==> config.mk <==
export PLATFORM = sky130hd
export DESIGN_NAME = circ_ready_picker
export DESIGN_NICKNAME = d
export VERILOG_FILES = /design/src/rtl/pick_pkg.sv /design/src/rtl/pick_rotator.sv /design/src/rtl/pick_prefix_scan.sv /design/src/rtl/pick_encoder.sv /design/src/rtl/circ_ready_picker.sv
export SDC_FILE = /design/constraint.sdc
export NUM_CORES = 1
export LEC_CHECK = 0
export BUFFER_PORTS_ARGS = -buffer_cell sky130_fd_sc_hd__buf_2
export CORE_ASPECT_RATIO = 0.8
export CORE_MARGIN = 2
export CORE_UTILIZATION = 49
export DETAILED_ROUTE_END_ITERATION = 8
export GPL_ROUTABILITY_DRIVEN = 0
export PLACE_DENSITY = 0.76
export SYNTH_ARGS = -nofsm -noshare
export SYNTH_HDL_FRONTEND = slang
export SYNTH_SLANG_ARGS = --single-unit
==> constraint.sdc <==
create_clock -name clk -period 2.3 [get_ports clk]
set_input_delay 0 -clock clk [delete_from_list [all_inputs] [get_ports clk]]
set_output_delay 0 -clock clk [all_outputs]
set_load 0.05 [all_outputs]
==> src/rtl/pick_pkg.sv <==
// Shared definitions for the circular ready picker.
// Assumes nothing beyond IEEE 1800-2017 packages.
package pick_pkg;

    // Output stage variant of the picker top.
    typedef enum logic {
        PICK_COMB = 1'b0,
        PICK_REG  = 1'b1
    } pick_out_e;

endpackage

==> src/rtl/pick_rotator.sv <==
// Barrel rotator over an N-bit vector, modulo N.
// With LEFT=0: vec_o[j] = vec_i[(j + amt) mod N], which brings entry amt to position 0.
// With LEFT=1: vec_o[j] = vec_i[(j - amt) mod N], which undoes the above.
// Assumes N >= 2. Each stage rotates by 2^k mod N, so any amt acts as amt mod N.
module pick_rotator #(
    parameter int N    = 8,
    parameter int IW   = $clog2(N),
    parameter bit LEFT = 1'b0
) (
    input  logic [N-1:0]  vec_i,
    input  logic [IW-1:0] amt_i,
    output logic [N-1:0]  vec_o
);

    logic [N-1:0] stage [IW+1];

    assign stage[0] = vec_i;

    for (genvar k = 0; k < IW; k++) begin : g_stage
        localparam int SH = (1 << k) % N;
        for (genvar j = 0; j < N; j++) begin : g_bit
            localparam int SRC = LEFT ? ((j - SH + N) % N) : ((j + SH) % N);
            // Select the shifted or the unshifted bit for this stage.
            assign stage[k+1][j] = amt_i[k] ? stage[k][SRC] : stage[k][j];
        end
    end

    assign vec_o = stage[IW];

endmodule

==> src/rtl/pick_prefix_scan.sv <==
// First-set finder built as a log-depth prefix AND.
// It computes the "nothing set so far" term as an AND of inverted bits and
// doubles the span at each level, in the manner of a parallel-prefix carry network.
// Assumes N >= 2. Position 0 has the highest priority.
module pick_prefix_scan #(
    parameter int N   = 8,
    parameter int LOG = $clog2(N)
) (
    input  logic [N-1:0] cand_i,
    output logic [N-1:0] first_o,
    output logic         any_o
);

    // lvl[s][j] = AND of ~cand over positions max(0, j-2^s+1) .. j
    logic [N-1:0] lvl [LOG+1];

    assign lvl[0] = ~cand_i;

    for (genvar s = 0; s < LOG; s++) begin : g_level
        localparam int D = 1 << s;
        for (genvar j = 0; j < N; j++) begin : g_node
            if (j >= D) begin : g_comb
                // Merge this span with the span D positions below.
                assign lvl[s+1][j] = lvl[s][j] & lvl[s][j-D];
            end else begin : g_pass
                // No lower span is left to merge.
                assign lvl[s+1][j] = lvl[s][j];
            end
        end
    end

    // Position 0 wins whenever it is set.
    assign first_o[0] = cand_i[0];
    for (genvar j = 1; j < N; j++) begin : g_first
        // Any other position wins when it is set and nothing below it is.
        assign first_o[j] = cand_i[j] & lvl[LOG][j-1];
    end

    assign any_o = ~lvl[LOG][N-1];

endmodule

==> src/rtl/pick_encoder.sv <==
// One-hot to binary encoder for the grant vector.
// Assumes at most one bit is set. An all-zero input gives index 0.
module pick_encoder #(
    parameter int N  = 8,
    parameter int IW = $clog2(N)
) (
    input  logic [N-1:0]  onehot_i,
    output logic [IW-1:0] idx_o
);

    // OR together the positions of all set bits.
    always_comb begin
        idx_o = '0;
        for (int i = 0; i < N; i++) begin
            if (onehot_i[i]) idx_o = idx_o | IW'(i);
        end
    end

endmodule

==> src/rtl/circ_ready_picker.sv <==
// Circular windowed first-ready picker, the top of the block.
// It rotates ready so that start_idx lands at position 0, masks positions
// at or beyond win_len when the window applies, finds the first survivor with
// a prefix scan, rotates the grant back and encodes it.
// Assumes N >= 2. A start_idx of N or more acts modulo N.
// OUT_MODE selects registered outputs (synchronous active-low reset) or direct outputs.
module circ_ready_picker #(
    parameter int                  N        = 8,
    parameter pick_pkg::pick_out_e OUT_MODE = pick_pkg::PICK_REG,
    localparam int                 IW       = $clog2(N),
    localparam int                 LW       = IW + 1
) (
    input  logic          clk,
    input  logic          rst_n,
    input  logic [N-1:0]  ready,
    input  logic [IW-1:0] start_idx,
    input  logic [LW-1:0] win_len,
    input  logic          win_en,
    output logic          pick_valid,
    output logic [N-1:0]  pick_grant,
    output logic [IW-1:0] pick_idx
);

    logic [N-1:0]  ready_rot;
    logic [N-1:0]  win_mask;
    logic [N-1:0]  cand_rot;
    logic [N-1:0]  first_rot;
    logic          any_c;
    logic [N-1:0]  grant_c;
    logic [IW-1:0] idx_c;
    logic          no_limit;

    // Bring the start entry to position 0.
    pick_rotator #(.N(N), .IW(IW), .LEFT(1'b0)) i_rot_fwd (
        .vec_i (ready),
        .amt_i (start_idx),
        .vec_o (ready_rot)
    );

    // The window is off when disabled, zero length, or N or longer.
    assign no_limit = !win_en || (win_len == '0) || (win_len >= LW'(N));

    for (genvar j = 0; j < N; j++) begin : g_mask
        // Position j in rotated order is inside the window when j < win_len.
        assign win_mask[j] = no_limit || (LW'(j) < win_len);
    end

    assign cand_rot = ready_rot & win_mask;

    // Log-depth first-set search in rotated order.
    pick_prefix_scan #(.N(N)) i_scan (
        .cand_i  (cand_rot),
        .first_o (first_rot),
        .any_o   (any_c)
    );

    // Return the grant to physical order.
    pick_rotator #(.N(N), .IW(IW), .LEFT(1'b1)) i_rot_back (
        .vec_i (first_rot),
        .amt_i (start_idx),
        .vec_o (grant_c)
    );

    pick_encoder #(.N(N), .IW(IW)) i_enc (
        .onehot_i (grant_c),
        .idx_o    (idx_c)
    );

    if (OUT_MODE == pick_pkg::PICK_REG) begin : g_reg
        logic          valid_q;
        logic [N-1:0]  grant_q;
        logic [IW-1:0] idx_q;

        // Sample the picker result, or clear it in reset.
        always_ff @(posedge clk) begin
            if (!rst_n) begin
                valid_q <= 1'b0;
                grant_q <= '0;
                idx_q   <= '0;
            end else begin
                valid_q <= any_c;
                grant_q <= grant_c;
                idx_q   <= idx_c;
            end
        end

        assign pick_valid = valid_q;
        assign pick_grant = grant_q;
        assign pick_idx   = idx_q;

        // Reduced start and effective window length, used by the checks below only.
        int start_m;
        int lim_c;
        always_comb begin
            start_m = int'(start_idx) % N;
            lim_c   = no_limit ? N : int'(win_len);
        end


        reset_clear_chk: assert property (@(posedge clk)
            !rst_n |=> (!pick_valid && pick_grant == '0 && pick_idx == '0));


        window_span_chk: assert property (@(posedge clk) disable iff (!rst_n)
            pick_valid |-> (((int'(pick_idx) + N - $past(start_m)) % N) < $past(lim_c)));


        valid_follow_chk: assert property (@(posedge clk) disable iff (!rst_n)
            $past(rst_n) |-> (pick_valid == ($past(ready) != '0 && $past(lim_c) == N)) || ($past(lim_c) != N));
    end else begin : g_comb
        assign pick_valid = any_c;
        assign pick_grant = grant_c;
        assign pick_idx   = idx_c;
    end


    grant_onehot_chk: assert property (@(posedge clk) disable iff (!rst_n)
        pick_valid |-> ($countones(pick_grant) == 1 && pick_grant[pick_idx]));


    idle_zero_chk: assert property (@(posedge clk) disable iff (!rst_n)
        !pick_valid |-> (pick_grant == '0 && pick_idx == '0));

endmodule

==> metrics <==
clk sink count 12; # Max-Cap Violations 0; CTS Buf Count 3; hpwl dp 3.33 mm; Hold Buf Count CTS 0; fin crit share 98.3%; cell area after placement 1710 µm²; hold_ws 0.0599 ns; Area Growth Syn to Fin 30.5%; Die Y 51.1 µm; post-synthesis cell count 157; largest net degree at the start of global routing 23; cell family with most CP delay compound AO/OA/AOI/OAI gates; worst-case clock buffer depth 2; grt ovf 0; slowest cell delay on critical path 0.47 ns; vias in the first global route 1,490; htree depth 1; Syn Nets 175; mean post-synth cell area 8.66 µm²; first-pass GRT wire length 6.89 mm; outcome finished clean; Final setup violation count 0; slew margin rel. 62.7%; wire per inst 17.1 µm; final instance area 1780 µm²; number of port buffers 29; gr busiest metal met2; router iterations before antenna repair 4; worst path required time 2.45 ns; sequential area share after synthesis 17.7%; Pwr Density 457 nW/µm²; Core ar. 2700 µm²; Vias/cell 6.21; met3 Resource Use GR 6.39%; drc violations 0; DIE AREA 3220 µm²; HP Class primary input to flip-flop; IO Count 30; CP Cell Sequence clkbuf_4, mux2i_1, a32o_1, o31ai_1, or2_1, nor3b_2, mux4_2, o31a_1, a211o_1; RSZ-0062 raised after global routing no; GRT Resource Usage Total 27.3%; Post-synth EDFFs 0; commonest cells after routing, fill and taps aside buf_4 (29), buf_2 (27), nor2_1 (14); FF+latch count, synth 12; initial DRC count 99; Worst-path clk slew 0.07 ns; DP Worst Slack -0.207 ns; crit path launch type primary input; CTS tree built; Ant. Diodes 0; post-CTS sizing 0; met1 GRT Util 34.4%; ANT nets after route 0; layout cells sized above 1 41.0%; final setup margin 0.0390 ns; Nets 229; Die X-Extent 62.9 µm; worst slew pin tran 0.556 ns; Distinct cells, synth 52; CP Capture Type flip-flop; met2 Usage GRT 45.7%; total setup buffers inserted after CTS 0; final WL 4.25 mm; worst vdd ir 0.323 mV; Pins Over Slew Limit 0; cell row count 17; worst setup path class primary input to flip-flop; antenna violations before repair 0; Synth Flop Type dfxtp_1; Initial Util 50.3%; Post-Syn Area 1360 µm²; Pleak 0.788 nW; Hold Vio Cnt, Final 0; critical path's slowest cell mux4_2; Root Driver clkbuf_4; CP max FO 12; fraction of registers with async set/reset 0%; min Tclk post-route 2.26 ns; vias after detailed routing 1,539; Yosys Warn Count 0; Max Freq 442 MHz; Worst Path Buf+Inv 1; commonest non-fill, non-tap cell in the layout buf_4; CP Data Arrival Time 2.41 ns
[power breakdown]
part	internal, mW	total, mW	switching [mW]
Clock	0.0962	0.163	0.0672
Combinational	0.178	0.422	0.243
Sequential	0.224	0.227	0.00289
Total	0.498	0.812	0.313
[cells in the mapped netlist (all sizes together) (3+ instances only)]
cell type | count | area [µm²]
a211oi | 3 | 22.5
a21oi | 4 | 20.0
and2 | 5 | 31.3
buf | 5 | 52.6
clkbuf | 5 | 18.8
dfxtp | 12 | 240
mux2 | 9 | 105
mux2i | 11 | 123
mux4 | 7 | 158
nand2 | 11 | 41.3
nand2b | 4 | 25.0
nor2 | 14 | 52.6
nor3 | 8 | 40.0
nor3b | 4 | 35.0
nor4 | 3 | 18.8
o211ai | 3 | 27.5
o21a | 3 | 22.5
o21ai | 4 | 20.0
o22ai | 5 | 31.3
o31ai | 3 | 22.5
or2 | 3 | 18.8
or3 | 4 | 30.0
[worst paths after layout]
| kind | from | endpoint | cells after the start |
|---|---|---|---|
| worst max-delay path | start_idx[1] | pick_idx[2]$_SDFF_PN0_ | 9 |
| worst min-delay path | rst_n | pick_valid$_SDFF_PN0_ | 2 |
[logic make-up after synthesis]
logic type      share of synthesized area [%]
simple gates                             25.5
compound gates                           21.8
mux                                      28.3
buf+inv                                  6.07
flops                                    17.7
xor+xnor                                0.644
[stage by stage]
step	utilization, %	total power [mW]	cells	TNS, ns
2_1_floorplan	-	0.499	157	-0.0130
3_3_place_gp	63.2	0.616	244	-0.246
3_5_place_dp	63.2	0.631	244	-0.506
4_1_cts	64.5	0.794	248	0
5_1_grt	65.7	0.851	248	0
6_report	65.7	0.812	248	0
[layout make-up]
class | count | area, µm²
clock buffers | 4 | 36.3
fillers | 225 | 926
inverters | 3 | 11.3
multi-input cells | 132 | 1060
flip-flops and latches | 12 | 240
well taps | 38 | 47.5
repair buffers | 59 | 383
[flip-flops by register name, indices dropped and copies added, names as in the netlist]
signal      flops
pick_grant      8
pick_idx        3
pick_valid      1
[routing by layer]
layer  up-vias  part of all wire (%)
li1        712                     -
met1       726                    42
met2        89                    48
met3        12                   7.9
met4         0                   2.0
met5         -                     0
No activity file was read; power rests on OpenSTA's default activity.
